[config.mk]
export PLATFORM = sky130hd
export DESIGN_NAME = att_bank
export DESIGN_NICKNAME = d
export VERILOG_FILES = /design/src/rtl/att_bank_pkg.sv /design/src/rtl/att_wr_decode.sv /design/src/rtl/att_channel.sv /design/src/rtl/att_change_pulse.sv /design/src/rtl/att_bank.sv
export SDC_FILE = /design/constraint.sdc
export NUM_CORES = 1
export LEC_CHECK = 0
export BUFFER_PORTS_ARGS = -buffer_cell sky130_fd_sc_hd__buf_2
export CORE_AREA = 10 10 74 76
export CTS_CLUSTER_DIAMETER = 120
export DETAILED_ROUTE_END_ITERATION = 10
export DIE_AREA = 0 0 84 86
export PLACE_DENSITY = 0.62
export SLEW_MARGIN = 25
export SYNTH_ARGS = -nofsm -noshare
export SYNTH_HDL_FRONTEND = slang
export SYNTH_HIERARCHICAL = 1
export SYNTH_SLANG_ARGS = --single-unit
[constraint.sdc]
create_clock -name clk -period 2.2 [get_ports clk]
set_input_delay 0.11 -clock clk [delete_from_list [all_inputs] [get_ports clk]]
set_output_delay 0.11 -clock clk [all_outputs]
set_load 0.005 [all_outputs]
[src/rtl/att_bank_pkg.sv]
package att_bank_pkg;

    localparam int ADDR_W   = 7;
    localparam int DATA_W   = 9;
    localparam int CODE_W   = 8;
    localparam int UPD_BIT  = 8;

    localparam logic [ADDR_W-1:0] MASTER_ADDR = 7'h08;
    localparam logic [CODE_W-1:0] RST_CODE    = 8'hFF;

    typedef logic [CODE_W-1:0] code_t;

    typedef struct packed {
        logic              en;
        logic [ADDR_W-1:0] addr;
        logic              upd;
        code_t             code;
    } wr_cmd_t;

    // channel i sits at address i
    function automatic logic [ADDR_W-1:0] chan_addr(input int idx);
        return ADDR_W'(idx);
    endfunction

    function automatic wr_cmd_t pack_cmd(input logic en,
                                         input logic [ADDR_W-1:0] addr,
                                         input logic [DATA_W-1:0] data);
        wr_cmd_t c;
        c.en   = en;
        c.addr = addr;
        c.upd  = data[UPD_BIT];
        c.code = data[CODE_W-1:0];
        return c;
    endfunction

endpackage

[src/rtl/att_wr_decode.sv]
module att_wr_decode
    import att_bank_pkg::*;
#(
    parameter int NUM_CH = 2
) (
    input  wr_cmd_t           cmd,
    output logic [NUM_CH-1:0] stage_we,
    output code_t             stage_code,
    output logic              commit
);

    logic [NUM_CH-1:0] hit_ch;
    logic              hit_master;

    assign hit_master = (cmd.addr == MASTER_ADDR);

    for (genvar i = 0; i < NUM_CH; i++) begin : g_hit
        assign hit_ch[i]   = (cmd.addr == chan_addr(i));
        assign stage_we[i] = cmd.en && (hit_ch[i] || hit_master);
    end

    assign stage_code = cmd.code;
    assign commit     = cmd.en && cmd.upd && (hit_master || (|hit_ch));

endmodule

[src/rtl/att_channel.sv]
module att_channel
    import att_bank_pkg::*;
(
    input  logic  clk,
    input  logic  rst,
    input  logic  stage_we,
    input  code_t stage_code,
    input  logic  commit,
    output code_t active,
    output logic  will_change
);

    code_t staged;
    code_t next_act;

    always_comb begin
        next_act    = stage_we ? stage_code : staged;
        will_change = commit && (next_act != active);
    end

    always_ff @(posedge clk) begin
        if (rst) begin
            staged <= RST_CODE;
            active <= RST_CODE;
        end else begin
            if (stage_we) staged <= stage_code;
            if (commit)   active <= next_act;
        end
    end

endmodule

[src/rtl/att_change_pulse.sv]
module att_change_pulse #(
    parameter int NUM_CH = 2
) (
    input  logic              clk,
    input  logic              rst,
    input  logic [NUM_CH-1:0] will_change,
    output logic              pulse
);

    always_ff @(posedge clk) begin
        if (rst) pulse <= 1'b0;
        else     pulse <= |will_change;
    end

endmodule

[src/rtl/att_bank.sv]
module att_bank
    import att_bank_pkg::*;
#(
    parameter int NUM_CH = 2
) (
    input  logic                           clk,
    input  logic                           rst,
    input  logic                           wr_en,
    input  logic [ADDR_W-1:0]              wr_addr,
    input  logic [DATA_W-1:0]              wr_data,
    output logic [NUM_CH-1:0][CODE_W-1:0]  active_code,
    output logic                           chg_pulse
);

    wr_cmd_t           cmd;
    logic [NUM_CH-1:0] stage_we;
    code_t             stage_code;
    logic              commit;
    logic [NUM_CH-1:0] will_change;

    assign cmd = pack_cmd(wr_en, wr_addr, wr_data);

    att_wr_decode #(.NUM_CH(NUM_CH)) u_dec (
        .cmd        (cmd),
        .stage_we   (stage_we),
        .stage_code (stage_code),
        .commit     (commit)
    );

    for (genvar i = 0; i < NUM_CH; i++) begin : g_ch
        att_channel u_ch (
            .clk         (clk),
            .rst         (rst),
            .stage_we    (stage_we[i]),
            .stage_code  (stage_code),
            .commit      (commit),
            .active      (active_code[i]),
            .will_change (will_change[i])
        );
    end

    att_change_pulse #(.NUM_CH(NUM_CH)) u_pulse (
        .clk         (clk),
        .rst         (rst),
        .will_change (will_change),
        .pulse       (chg_pulse)
    );

endmodule

Word level (Yosys, flattened, before mapping)

Index checks and enable logic that the tools add are counted.

Mux-type cells: 2
Reductions and logical operators: 12
Equality and inequality tests: 4

Operator list:

| operator                                      | number |
|---|---|
| 2-to-1 mux 8 bit                              | 2 |
| != test 8 bit                                 | 2 |
| == test 7 x 1 -> 1 bit, second input constant | 1 |
| == test 7 x 4 -> 1 bit, second input constant | 1 |
| logical NOT 7 bit                             | 1 |
| logical AND 1 bit                             | 6 |
| OR reduction 2 bit                            | 2 |
| logical OR 1 bit                              | 3 |

Bits of input ports: 19
Flip-flop bits (word level): 33
Output and inout port bits: 17
Logic and storage cells: 23

Logic depth before layout (Yosys ltp)

Depth in word-level cells: 7
Depth in mapped cells: 8
Depth with buffers taken out: 7

Cells and area by module

The synthesis kept the hierarchy.

Modules (own cells, without submodules):

| module           | area an instance (um2) | instances | cells an instance | seq. area each (um2) |
|---|---|---|---|---|
| att_channel      | 706.9                  | 2         | 71                | 320.3 |
| att_wr_decode    | 111.4                  | 1         | 14                | 0.0 |
| att_change_pulse | 30.0                   | 1         | 2                 | 20.0 |

Worst setup path before layout

Ideal clock, no wire load.

Path kind: input to register
Start point: input wr_addr[2]
End point: register u_pulse.pulse
Cell stages on the path: 8
Setup time: 0.115 ns
Setup slack: 0.106 ns
Buffers on the path: 1
Data arrival time: 1.979 ns
Data required time: 2.085 ns
Path through: or4b_4 > nor4_1 > buf_6 > mux2i_2 > xnor2_1 > nor4_1 > a21boi_1 > o21ba_1

Cells in the longest elaborated chain, start to end: 7
Elaborated cells between the ends (all ways): 17
Classes of those cells: eq/ne: 4; mux: 2; reduce/logical: 11

Ends and longest elaborated chain:

| element                                                          | RTL line                                 | RTL |
|---|---|---|
| from (decl)                                                      | att_bank.sv:9                            | `input logic [ADDR_W-1:0] wr_addr,` |
| == test 7 x 1 -> 1 bit or == test 7 x 4 -> 1 bit (tied branches) | att_wr_decode.sv:18, att_wr_decode.sv:15 |  |
| logical OR 1 bit (*)                                             | att_wr_decode.sv:19                      | `assign stage_we[i] = cmd.en && (hit_ch[i] \|\| hit_master);` |
| logical AND 1 bit (*)                                            | att_wr_decode.sv:19                      |  |
| net stage_we[1]                                                  | att_bank.sv:16                           | `logic [NUM_CH-1:0] stage_we;` |
| 2-to-1 mux 8 bit (*)                                             | --                                       |  |
| != test 8 bit (*)                                                | att_channel.sv:18                        | `will_change = commit && (next_act != active);` |
| logical AND 1 bit (*)                                            | att_channel.sv:18                        |  |
| net will_change[1]                                               | att_bank.sv:19                           | `logic [NUM_CH-1:0] will_change;` |
| OR reduction 2 bit (*)                                           | att_change_pulse.sv:12                   | `else pulse <= \|will_change;` |
| to (signal assigned)                                             | att_change_pulse.sv:12                   |  |
| to (decl)                                                        | att_change_pulse.sv:7                    | `output logic pulse` |

Mark *: on every way through the listed nets, which the timed path passes. The rest lies on a longest branch.
A chain may end at the register's enable or synchronous reset.

Worst setup path in the final report

Ends and elaborated chain as after synthesis.

==> key figures <==
Clock tree
  • Skew-Pair Late Insertion Delay: 290 ps
  • TritonCTS Buffers: 5
  • H-tree depth: 2
  • Post-CTS resize count: 0
  • CTS max path bufs: 2
  • CTS sink cnt: 33
  • CTS tree: done
  • Cts hold-fix bufs: 0
  • Post-CTS setup repair buffer count: 0
  • Clock-pin slew on the worst setup and hold paths: 70 ps
  • Clock root cell: clkbuf_8

Yosys
  • Yosys warnings: 6
  • Synth Instances: 158
  • Post-synth net total: 177
  • Mapped cell area: 1560 um^2
  • Seq/Total Area, Yosys: 42.5%
  • Synth cell types: 18
  • Seq cells post-synth: 33
  • Avg Cell Area, Syn: 9.84 um^2

Pwr
  • Worst VDD drop: 0.445 mV
  • Total power: 1160 uW
  • Total power per unit cell area: 593 nW/um^2
  • Pleak: 0.000785 uW

Floorplanning
  • # rows: 23
  • Initial core utilization: 39.2%
  • Die Height: 86 um
  • Floorplan die width: 84 um
  • Die ar.: 7220 um^2
  • Io pins: 36
  • Core Box Area: 3970 um^2

Detailed routing
  • Antenna Nets Post-Route: 0
  • Post-route DRC: 0
  • TritonRoute pass-1 iters: 4
  • DR iter-0 viols: 41
  • Wire per inst: 13.4 um
  • Vias per inst: 4.56
  • Routed Wire Length: 3.41 mm
  • Vias: 1159

Worst setup path
  • CP max-delay cell: or4b_4
  • CP most frequent cell: buf_4
  • Worst path bufs/invs: 3
  • Worst Path Required: 2390 ps
  • CP delay by family, top: simple AND/OR/NAND/NOR gates
  • Crit start category: input pin
  • Data arrival, critical path: 2230 ps
  • Worst path max stage delay: 560 ps
  • CP endpoint kind: register
  • CP max FO: 8
  • Critical path class: in2reg
  • CP Cell Sequence: buf_2 -> or4b_4 -> nor4_2 -> buf_4 -> buf_4 -> mux2i_1 -> xnor2_1 -> nor4_1 -> a21boi_1 -> o21ba_1

GRT
  • First-pass GRT wire length: 5.78 mm
  • Initial antenna violation count: 0
  • M1 GR Usage: 11.9%
  • Vias in the first global route: 1199
  • GRT met2 Usage: 15.1%
  • Pin count of the biggest net entering global routing: 35
  • Congestion Overflow GR: 0
  • Most Crowded Layer GR: met2
  • M3 GR Usage: 4.26%
  • GRT Util Overall: 9.85%

Final layout
  • Share of layout cells above drive strength 1: 44.6%
  • Area delta synth->final: 25.3%
  • Nets@finish: 222
  • Post-route cell area: 1950 um^2
  • Diode count: 0

Place
  • Detailed placement HPWL: 2.60 mm
  • Area post-placement: 1850 um^2
  • GP Congestion: 0.765
  • Port Buffers: 35

Timing
  • Final hold viol count: 0
  • Final setup fails: 0
  • Unrepaired setup endpoints after global routing: false
  • Max-slew violation count: 0
  • Slew @ Worst Pin: 446 ps
  • Clock Skew: 4.88 ps
  • Max_slew headroom: 70.2%
  • Minimum clock period: 2040 ps
  • FMAX: 0.490 GHz
  • Final period utilization: 92.8%

Run
  • Max-cap violations: 0

Outcome
  • Outcome: completed

Hold path
  • Class of the worst hold path: in2reg
==> per-layer routing <==
metal	routed length [um]	share of wire, %
met1	1650	48
met2	1530	45
met3	167	4.9
met4	54	1.6
met5	0	0
==> worst reg2reg max path, delay by kind of cell (launching register included) <==
| kind | cells | cell delay, ps |
|---|---|---|
| AOI/OAI and AO/OA | 2 | 300 |
| xor gates and xnor gates | 1 | 90 |
| DFF | 1 | 320 |
| muxes | 1 | 180 |
| and+or+nand+nor | 1 | 310 |
==> where the power goes <==
| part | internal [uW] | switching, uW | leakage [uW] |
|---|---|---|---|
| Sequential | 599 | 0.495 | 0.000267 |
| Clock | 282 | 221 | 0.0000542 |
| Combinational | 25.4 | 27.6 | 0.000464 |
| Total | 907 | 250 | 0.000785 |
==> cells in the mapped netlist <==
| cell type | instances | area [um^2] |
|---|---|---|
| mux2i_2 | 8 | 110 |
| dfxtp_1 | 33 | 661 |
| or2_2 | 16 | 100 |
| nor4_1 | 7 | 43.8 |
| clkbuf_1 | 4 | 15.0 |
| a21bo_2 | 1 | 10.0 |
| or4b_4 | 1 | 13.8 |
| a21oi_1 | 16 | 80.1 |
| mux2i_1 | 8 | 80.1 |
| a21boi_1 | 2 | 15.0 |
| or2b_1 | 12 | 90.1 |
| nand2b_1 | 4 | 25.0 |
| buf_6 | 2 | 22.5 |
| buf_2 | 2 | 10.0 |
| buf_4 | 8 | 60.1 |
| nor2_1 | 16 | 60.1 |
| xnor2_1 | 17 | 149 |
| o21ba_1 | 1 | 10.0 |
==> stage by stage <==
| stage | hold WS [ps] | setup slack (ps) | setup TNS, ps | cells | utilization (%) |
|---|---|---|---|---|---|
| 3_5_place_dp | 517 | -162 | -187 | 246 | 46.5 |
| 5_1_grt | 247 | 9.51 | 0 | 254 | 49.1 |
| 4_1_cts | 216 | 135 | 0 | 254 | 49.1 |
| 2_1_floorplan | 217 | 106 | 0 | 158 | - |
| 3_3_place_gp | 516 | -101 | -101 | 246 | 46.5 |
| 6_report | 213 | 159 | 0 | 254 | 49.1 |
==> final cells by class <==
type	instances	area, um^2
timing repair buffer	54	318
sequential	33	661
multi-input combinational	109	806
clock buffer	7	96.3
tap	50	62.6
clock inverter	1	5.00
fill	409	2020
==> path summary, 6_finish.rpt <==
| kind | slack, ps | start | end | cells after the start |
|---|---|---|---|---|
| setup / recovery | 160 | wr_addr[2] | u_pulse/pulse$_SDFF_PP0_ | 10 |
| hold / removal | 210 | wr_data[5] | g_ch[1].u_ch/staged[5]$_SDFF_PP1_ | 3 |
| setup reg to reg | 890 | g_ch[1].u_ch/staged[2]$_SDFF_PP1_ | u_pulse/pulse$_SDFF_PP0_ | 5 |
| hold reg to reg | 600 | g_ch[1].u_ch/staged[5]$_SDFF_PP1_ | g_ch[1].u_ch/staged[5]$_SDFF_PP1_ | 2 |
==> registers in the layout, indices dropped and copies added, names as in the netlist <==
| register | flops |
|---|---|
| g_ch.u_ch/active | 16 |
| g_ch.u_ch/staged | 16 |
| u_pulse/pulse | 1 |
==> layout by cell type (no fill, tap or decap), types with 8 or more instances in the layout <==
cell type | synthesis | routed
nor2_1 | 16 | 16
mux2i_1 | 8 | 8
xnor2_1 | 17 | 17
buf_2 | 2 | 35
dfxtp_1 | 33 | 33
or2_2 | 16 | 16
buf_4 | 8 | 19
a21oi_1 | 16 | 16
or2b_1 | 12 | 12
mux2i_2 | 8 | 8
==> kinds of logic (layout without fill, tap and decap cells) <==
| group | Yosys count | in the layout | share of synthesized area [%] |
|---|---|---|---|
| xor+xnor | 17 | 17 | 9.57 |
| buf+inv | 16 | 62 | 6.92 |
| compound gates | 20 | 20 | 7.40 |
| simple gates | 56 | 56 | 21.4 |
| mux | 16 | 16 | 12.2 |
| flops | 33 | 33 | 42.5 |
Power figures use the tool's default switching activity.
